[src/rtl/pp_pkg.sv]
package pp_pkg;
    typedef enum logic [1:0] {
        PP_AWAKE  = 2'd0,
        PP_ENTER  = 2'd1,
        PP_ASLEEP = 2'd2,
        PP_WAKING = 2'd3
    } pp_state_e;
endpackage

[src/rtl/pp_pad_filter.sv]
// Two-flop synchronizer followed by a consecutive-cycle debounce.
module pp_pad_filter #(
    parameter int DEB_CYCLES = 4
) (
    input  logic clk,
    input  logic rst_n,
    input  logic pad_i,
    output logic level_o
);
    localparam int CW = $clog2(DEB_CYCLES) + 1;

    typedef struct packed {
        logic          s1;
        logic          s2;
        logic          filt;
        logic [CW-1:0] cnt;
    } flt_t;

    flt_t flt_d, flt_q;

    always_comb begin
        flt_d    = flt_q;
        flt_d.s1 = pad_i;
        flt_d.s2 = flt_q.s1;
        if (flt_q.s2 == flt_q.filt) begin
            flt_d.cnt = '0;
        end else if (flt_q.cnt == CW'(DEB_CYCLES - 1)) begin
            flt_d.filt = flt_q.s2;
            flt_d.cnt  = '0;
        end else begin
            flt_d.cnt = flt_q.cnt + CW'(1);
        end
    end

    always_ff @(posedge clk or negedge rst_n) begin
        if (!rst_n) flt_q <= '0;
        else        flt_q <= flt_d;
    end

    assign level_o = flt_q.filt;
endmodule

[src/rtl/pp_fsm.sv]
// Sleep/wake sequencer with settling counters.
module pp_fsm
    import pp_pkg::*;
#(
    parameter int SLEEP_CYCLES = 4,
    parameter int WAKE_CYCLES  = 80
) (
    input  logic      clk,
    input  logic      rst_n,
    input  logic      sleep_req_i,
    output pp_state_e state_o,
    output pp_state_e state_nxt_o,
    output logic      gate_nxt_o,
    output logic      ready_o,
    output logic      sleep_done_o
);
    localparam int MAXC = (WAKE_CYCLES > SLEEP_CYCLES) ? WAKE_CYCLES : SLEEP_CYCLES;
    localparam int CW   = $clog2(MAXC + 1);

    typedef struct packed {
        pp_state_e     st;
        logic [CW-1:0] cnt;
    } seq_t;

    seq_t seq_d, seq_q;

    always_comb begin
        seq_d = seq_q;
        unique case (seq_q.st)
            PP_AWAKE: begin
                if (sleep_req_i) begin
                    seq_d.st  = PP_ENTER;
                    seq_d.cnt = '0;
                end
            end
            PP_ENTER: begin
                if (!sleep_req_i) begin
                    seq_d.st  = PP_WAKING;
                    seq_d.cnt = '0;
                end else if (seq_q.cnt == CW'(SLEEP_CYCLES - 1)) begin
                    seq_d.st  = PP_ASLEEP;
                    seq_d.cnt = '0;
                end else begin
                    seq_d.cnt = seq_q.cnt + CW'(1);
                end
            end
            PP_ASLEEP: begin
                if (!sleep_req_i) begin
                    seq_d.st  = PP_WAKING;
                    seq_d.cnt = '0;
                end
            end
            PP_WAKING: begin
                if (sleep_req_i) begin
                    seq_d.st  = PP_ENTER;
                    seq_d.cnt = '0;
                end else if (seq_q.cnt == CW'(WAKE_CYCLES - 1)) begin
                    seq_d.st  = PP_AWAKE;
                    seq_d.cnt = '0;
                end else begin
                    seq_d.cnt = seq_q.cnt + CW'(1);
                end
            end
            default: seq_d = '{st: PP_AWAKE, cnt: '0};
        endcase
    end

    always_ff @(posedge clk or negedge rst_n) begin
        if (!rst_n) seq_q <= '{st: PP_AWAKE, cnt: '0};
        else        seq_q <= seq_d;
    end

    assign state_o      = seq_q.st;
    assign state_nxt_o  = seq_d.st;
    assign gate_nxt_o   = (seq_d.st == PP_ENTER) || (seq_d.st == PP_ASLEEP);
    assign ready_o      = (seq_q.st == PP_AWAKE);
    assign sleep_done_o = (seq_q.st == PP_ASLEEP);
endmodule

[src/rtl/pp_cfg_hold.sv]
// Holds configuration writes until the sequencer is awake and idle.
module pp_cfg_hold
    import pp_pkg::*;
#(
    parameter int NC = 8,
    parameter int ND = 4
) (
    input  logic          clk,
    input  logic          rst_n,
    input  logic          we_i,
    input  logic [ND-1:0] mask_i,
    input  logic [NC-1:0] pat_i,
    input  pp_state_e     state_i,
    input  pp_state_e     state_nxt_i,
    output logic [ND-1:0] mask_o,
    output logic [NC-1:0] pat_o
);
    typedef struct packed {
        logic [ND-1:0] mask;
        logic [NC-1:0] pat;
        logic          pend_v;
        logic [ND-1:0] pend_mask;
        logic [NC-1:0] pend_pat;
    } cfg_t;

    cfg_t cfg_d, cfg_q;
    logic idle;

    assign idle = (state_i == PP_AWAKE) && (state_nxt_i == PP_AWAKE);

    always_comb begin
        cfg_d = cfg_q;
        if (idle) begin
            if (we_i) begin
                cfg_d.mask   = mask_i;
                cfg_d.pat    = pat_i;
                cfg_d.pend_v = 1'b0;
            end else if (cfg_q.pend_v) begin
                cfg_d.mask   = cfg_q.pend_mask;
                cfg_d.pat    = cfg_q.pend_pat;
                cfg_d.pend_v = 1'b0;
            end
        end else if (we_i) begin
            cfg_d.pend_v    = 1'b1;
            cfg_d.pend_mask = mask_i;
            cfg_d.pend_pat  = pat_i;
        end
    end

    always_ff @(posedge clk or negedge rst_n) begin
        if (!rst_n) begin
            cfg_q <= '{mask: '1, pat: '1, pend_v: 1'b0, pend_mask: '0, pend_pat: '0};
        end else begin
            cfg_q <= cfg_d;
        end
    end

    assign mask_o = cfg_q.mask;
    assign pat_o  = cfg_q.pat;
endmodule

[src/rtl/pp_gate_drv.sv]
// Registered per-column complementary sleep enables and per-DAC gates.
module pp_gate_drv #(
    parameter int NC = 8,
    parameter int ND = 4
) (
    input  logic          clk,
    input  logic          rst_n,
    input  logic          gate_nxt_i,
    input  logic [ND-1:0] mask_i,
    input  logic [NC-1:0] pat_i,
    output logic [NC-1:0] footer_o,
    output logic [NC-1:0] header_n_o,
    output logic [ND-1:0] dac_o
);
    typedef struct packed {
        logic [NC-1:0] foot;
        logic [ND-1:0] dac;
    } drv_t;

    drv_t drv_d, drv_q;
    logic [NC-1:0] foot_nxt;
    logic [ND-1:0] dac_nxt;

    for (genvar c = 0; c < NC; c++) begin : g_col
        assign foot_nxt[c] = !(gate_nxt_i && pat_i[c]);
    end

    for (genvar i = 0; i < ND; i++) begin : g_dac
        assign dac_nxt[i] = !(gate_nxt_i && mask_i[i]);
    end

    always_comb begin
        drv_d      = drv_q;
        drv_d.foot = foot_nxt;
        drv_d.dac  = dac_nxt;
    end

    always_ff @(posedge clk or negedge rst_n) begin
        if (!rst_n) drv_q <= '{foot: '1, dac: '1};
        else        drv_q <= drv_d;
    end

    assign footer_o   = drv_q.foot;
    assign header_n_o = ~drv_q.foot;
    assign dac_o      = drv_q.dac;
endmodule

[src/rtl/pwr_pulse_ctrl.sv]
module pwr_pulse_ctrl
    import pp_pkg::*;
#(
    parameter int NUM_COLS            = 8,
    parameter int NUM_DACS            = 4,
    parameter int DEBOUNCE_CYCLES     = 4,
    parameter int SLEEP_SETTLE_CYCLES = 4,
    parameter int WAKE_SETTLE_CYCLES  = 80
) (
    input  logic                clk,
    input  logic                rst_n,
    input  logic                pad_sleep_i,
    input  logic                cfg_we_i,
    input  logic [NUM_DACS-1:0] cfg_dac_mask_i,
    input  logic [NUM_COLS-1:0] cfg_col_pat_i,
    output logic [NUM_COLS-1:0] col_footer_en_o,
    output logic [NUM_COLS-1:0] col_header_en_n_o,
    output logic [NUM_DACS-1:0] dac_en_o,
    output logic                ready_o,
    output logic                sleep_done_o
);
    logic                sleep_req;
    pp_state_e           state_q;
    pp_state_e           state_nxt;
    logic                gate_nxt;
    logic [NUM_DACS-1:0] mask_q;
    logic [NUM_COLS-1:0] pat_q;

    pp_pad_filter #(.DEB_CYCLES(DEBOUNCE_CYCLES)) i_pad (
        .clk     (clk),
        .rst_n   (rst_n),
        .pad_i   (pad_sleep_i),
        .level_o (sleep_req)
    );

    pp_fsm #(
        .SLEEP_CYCLES (SLEEP_SETTLE_CYCLES),
        .WAKE_CYCLES  (WAKE_SETTLE_CYCLES)
    ) i_fsm (
        .clk          (clk),
        .rst_n        (rst_n),
        .sleep_req_i  (sleep_req),
        .state_o      (state_q),
        .state_nxt_o  (state_nxt),
        .gate_nxt_o   (gate_nxt),
        .ready_o      (ready_o),
        .sleep_done_o (sleep_done_o)
    );

    pp_cfg_hold #(.NC(NUM_COLS), .ND(NUM_DACS)) i_cfg (
        .clk         (clk),
        .rst_n       (rst_n),
        .we_i        (cfg_we_i),
        .mask_i      (cfg_dac_mask_i),
        .pat_i       (cfg_col_pat_i),
        .state_i     (state_q),
        .state_nxt_i (state_nxt),
        .mask_o      (mask_q),
        .pat_o       (pat_q)
    );

    pp_gate_drv #(.NC(NUM_COLS), .ND(NUM_DACS)) i_drv (
        .clk        (clk),
        .rst_n      (rst_n),
        .gate_nxt_i (gate_nxt),
        .mask_i     (mask_q),
        .pat_i      (pat_q),
        .footer_o   (col_footer_en_o),
        .header_n_o (col_header_en_n_o),
        .dac_o      (dac_en_o)
    );
endmodule

[config.mk]
export PLATFORM = sky130hd
export DESIGN_NAME = pwr_pulse_ctrl
export DESIGN_NICKNAME = d
export VERILOG_FILES = /design/src/rtl/pp_pkg.sv /design/src/rtl/pp_pad_filter.sv /design/src/rtl/pp_fsm.sv /design/src/rtl/pp_cfg_hold.sv /design/src/rtl/pp_gate_drv.sv /design/src/rtl/pwr_pulse_ctrl.sv
export SDC_FILE = /design/constraint.sdc
export NUM_CORES = 1
export LEC_CHECK = 0
export CORE_ASPECT_RATIO = 0.5
export CORE_UTILIZATION = 52
export DETAILED_ROUTE_END_ITERATION = 8
export GPL_ROUTABILITY_DRIVEN = 0
export PLACE_DENSITY = 0.78
export SLEW_MARGIN = 0
export SYNTH_ARGS = -nofsm -noshare
export SYNTH_HDL_FRONTEND = slang
export SYNTH_SLANG_ARGS = --single-unit
[constraint.sdc]
create_clock -name clk -period 2.7 [get_ports clk]
set_input_delay 0.405 -clock clk [delete_from_list [all_inputs] [get_ports clk]]
set_output_delay 0.405 -clock clk [all_outputs]
set_load 0.02 [all_outputs]
==> results of run 1 <==
[cell families after synthesis]
logic type,after synthesis,share of synthesized area [%]
compound gates,39,10.9
xor+xnor,4,2.32
fa+ha+maj,4,2.05
buf+inv,21,4.04
flops,52,57.4
mux,24,11.0
simple gates,60,12.3
[layer usage]
metal | wire length [µm] | up-vias | GRT usage [%]
met2 | 2150 | 42 | 34.9
li1 | - | 786 | -
met3 | 138 | 15 | 7.17
met5 | 0 | - | 0
met4 | 99 | 0 | 8.33
met1 | 1990 | 818 | 27.1
[flip-flops by register name (all words and copies together), names as in the netlist]
signal and flops:
i_cfg.mask_o 4, i_pad.flt_d 1, i_cfg.pat_o 8, i_pad.level_o 1, i_drv.dac_o 4, i_fsm.seq_q 7, i_drv.footer_o 8, i_pad.flt_q 4
i_fsm.state_o 2, i_cfg.cfg_q 13
[layout make-up]
class / instances / area share (%)
Tap cell: 54 / 2.37
Clock inverter: 3 / 0.790
Clock buffer: 5 / 2.41
Inverter: 10 / 1.32
Sequential cell: 52 / 46.7
Multi-Input combinational cell: 131 / 31.5
Timing Repair Buffer: 45 / 14.9
[worst max-delay path: cells and delay by family, from the launching register on]
family	cells	cell delay [ns]
compound gates	1	0.20
fa+ha+maj	2	0.46
buf+inv	1	0.21
flops	1	0.45
mux	1	0.36
simple gates	5	0.69
[stage by stage]
step	hold WS, ns	cell area [µm²]
floorplan	0.109	2320
global placement	0.334	2760
detailed placement	0.357	2760
CTS	0.0681	2850
global route	0.0828	2850
finish	0.0771	2850
[cell usage after synthesis, drive strengths merged, types with 2 or more instances]
cell,count,area (µm²)
nor3,4,20.0
nor2,7,28.8
and3,4,25.0
xor2,3,45.1
nand3,2,10.0
nand2b,2,12.5
buf,5,33.8
nand2,31,116
o21ai,19,95.1
a31o,2,17.5
mux2,12,135
dfstp,24,631
nor2b,4,25.0
dfrtp,28,701
clkbuf,6,22.5
inv,10,37.5
a21oi,2,10.0
nor3b,3,22.5
a31oi,4,25.0
ha,3,37.5
mux2i,12,120
[placed cells by master (no fill, tap or decap), types with 2 or more instances in the layout]
| cell | n |
|---|---|
| sky130_fd_sc_hd__nand2_1 | 31 |
| sky130_fd_sc_hd__a31o_2 | 2 |
| sky130_fd_sc_hd__nor2_1 | 6 |
| sky130_fd_sc_hd__inv_1 | 10 |
| sky130_fd_sc_hd__mux2i_1 | 12 |
| sky130_fd_sc_hd__clkdlybuf4s50_1 | 36 |
| sky130_fd_sc_hd__nor3_1 | 4 |
| sky130_fd_sc_hd__clkbuf_8 | 5 |
| sky130_fd_sc_hd__nor2b_1 | 4 |
| sky130_fd_sc_hd__mux2_2 | 12 |
| sky130_fd_sc_hd__ha_1 | 2 |
| sky130_fd_sc_hd__xor2_1 | 2 |
| sky130_fd_sc_hd__a21oi_1 | 2 |
| sky130_fd_sc_hd__o21ai_0 | 19 |
| sky130_fd_sc_hd__dfstp_2 | 24 |
| sky130_fd_sc_hd__dfrtp_1 | 28 |
| sky130_fd_sc_hd__nand3_1 | 2 |
| sky130_fd_sc_hd__a31oi_1 | 4 |
| sky130_fd_sc_hd__nand2b_1 | 2 |
| sky130_fd_sc_hd__buf_4 | 8 |
| sky130_fd_sc_hd__and3_1 | 4 |
| sky130_fd_sc_hd__nor3b_1 | 3 |
[how the worst max path moves through the flow]
stage | startpoint | end | slack (ns) | cells past startpoint
floorplan | i_fsm.seq_q[0] | i_cfg.cfg_q[0] | 0.41 | 10
global placement | i_fsm.seq_q[0] | i_cfg.cfg_q[5] | 0.35 | 10
detailed placement | i_fsm.seq_q[0] | i_cfg.cfg_q[5] | 0.25 | 10
CTS | i_fsm.seq_q[0] | i_cfg.cfg_q[5] | 0.21 | 10
global route | i_fsm.seq_q[0] | i_cfg.cfg_q[8] | 0.02 | 10
finish | i_fsm.seq_q[0] | i_cfg.cfg_q[4] | 0.22 | 10
[power groups by stage]
| stage | Clock, µW | Combinational [µW] | Sequential, µW |
|---|---|---|---|
| after floorplan | 0 | 715 | 1260 |
| after global placement | 0 | 1040 | 1240 |
| after detailed placement | 0 | 1070 | 1260 |
| after CTS | 463 | 1080 | 1240 |
| after global routing | 496 | 1190 | 1270 |
| final | 443 | 1080 | 1240 |
[what timing repair did]
action | CTS | global route
hold endpoints to repair | 0 | 0
buffers inserted | 0 | 0
gates resized for setup | 0 | 1
setup endpoints to repair | 0 | 12
==> out/qor.csv, run 1 <==
metric,value,unit
Via Count,1661,
CTS tree,built,
per-cell routed wire length,14.6,µm
Post-Synthesis Cell Area,2320,µm²
number of nets with antenna violations after routing,0,
number of standard-cell rows in the floorplan,16,
filler instances,329,
port bufs,37,
Worst Tran Pin Value,0.545,ns
class of the worst hold path,input pin to asynchronous set/reset pin,
Total Routed Length,4380,µm
CTS H-tree depth,2,
critical path launch point type,register,
maximum net fanout on the critical path,12,
source of the worst register-to-register timing path,i_fsm.seq_q[0],
Clk network pwr share,16.0,%
final slew viol count,0,
fraction of registers with async set/reset,100,%
worst IR drop on VDD,452,µV
achievable frequency,404,MHz
normalized max-slew margin,63.7,%
CP max-delay cell,sky130_fd_sc_hd__dfrtp_1,
total net switching power,1010,µW
global-route wire length before repair,7620,µm
final period demand of the worst path,2.48,ns
Combinational Power Share,39.0,%
routed via count divided by cell count,5.54,
count of non-filler cells in the finished layout,300,
largest net degree at the start of global routing,27,
Clk Tree Root Cell,sky130_fd_sc_hd__clkbuf_8,
Die Outline Area,4750,µm²
internal power consumption,1760,µW
count of nets after finishing,264,
total number of clock tree sinks,52,
insertion delay of the later-clocked pin in the worst-skew pair,0.31,ns
switching share of total power,36.5,%
Seq pwr share,45.0,%
CTS hold repair buffers,0,
Storage cell area,1330,µm²
via count of the first global-routing pass,1692,
critical path cell sequence,ha_2 > and3_1 > and3_1 > nand3_1 > a31oi_1 > ha_1 > nand2_1 > nand2_1 > buf_4 > mux2_2,
WP data arrival,2.67,ns
count of endpoints failing setup in the final report,0,
die extent in y,49.2,µm
Floorplan Core Area,4080,µm²
largest stage delay on the critical path,0.45,ns
worst setup slack for register-to-register paths,0.22,ns
maximum root-to-sink buffer count,2,
multi-input combinational cell area,898,µm²
portion of the clock cycle consumed by the worst path in the final layout,91.7,%
final core area utilization,69.8,%
half-perimeter wire length of the detailed placement result,3190,µm
outcome,"complete, no violations",
iteration count of the initial detailed-routing pass,4,
overflow left after global routing,0,
Seq cells post-synth,52,
initial drt markers,88,
Initial Util,56.8,%
leakage power summed over all cells,0.00126,µW
final number of hold-violating endpoints,0,
Clock Skew,0.00353,ns
crit end category,register,
net count of the mapped netlist,223,
power density of the placed cells,970,nW/µm²
post-synthesis to final-layout area growth,22.9,%
fraction of layout cells with a size suffix above 1,24.4,%
initial antenna violation count,0,
Design Power,2770,µW
FF-to-FF path depth,10,
unrepaired setup endpoints after global routing,no,
number of buffers created by CTS,5,
synthesized instance count,204,
crit path kind,register to register,
"Reg clk slew, reported paths",0.09,ns
cell total after placement,292,
setup tns final,0,ns
part of the Yosys area used for sequential elements,57.4,%
# Max-Cap Violations,0,
capture instance of the worst register-to-register path,i_cfg.cfg_q[4],
number of inserted diodes,0,
top-level I/O count,38,
most frequently used flop master after synthesis,sky130_fd_sc_hd__dfrtp_1,
warning count from the yosys run,0,
distinct cell type count of the synthesized netlist,42,
total track usage,21.7,%
Worst Setup Slack post-DPL,0.250,ns
number of enable flip-flop cells after synthesis,0,
# DRC,0,
smallest setup slack after layout,0.225,ns
Required @ worst endpoint,2.90,ns
die width,96.5,µm
syn avg cell area,11.4,µm²
No activity file was read; power rests on OpenSTA's default activity.
==> run 2, diff against run 1 <==
--- a/config.mk
+++ b/config.mk
@@ -5,8 +5,10 @@
 export SDC_FILE = /design/constraint.sdc
 export NUM_CORES = 1
 export LEC_CHECK = 0
+export CAP_MARGIN = 20
 export CORE_ASPECT_RATIO = 0.5
 export CORE_UTILIZATION = 52
+export CTS_CLUSTER_DIAMETER = 50
 export DETAILED_ROUTE_END_ITERATION = 8
 export GPL_ROUTABILITY_DRIVEN = 0
 export PLACE_DENSITY = 0.78
==> results of run 2 <==
Same layout as run 1: the final DEF is identical, and so are final timing and power.
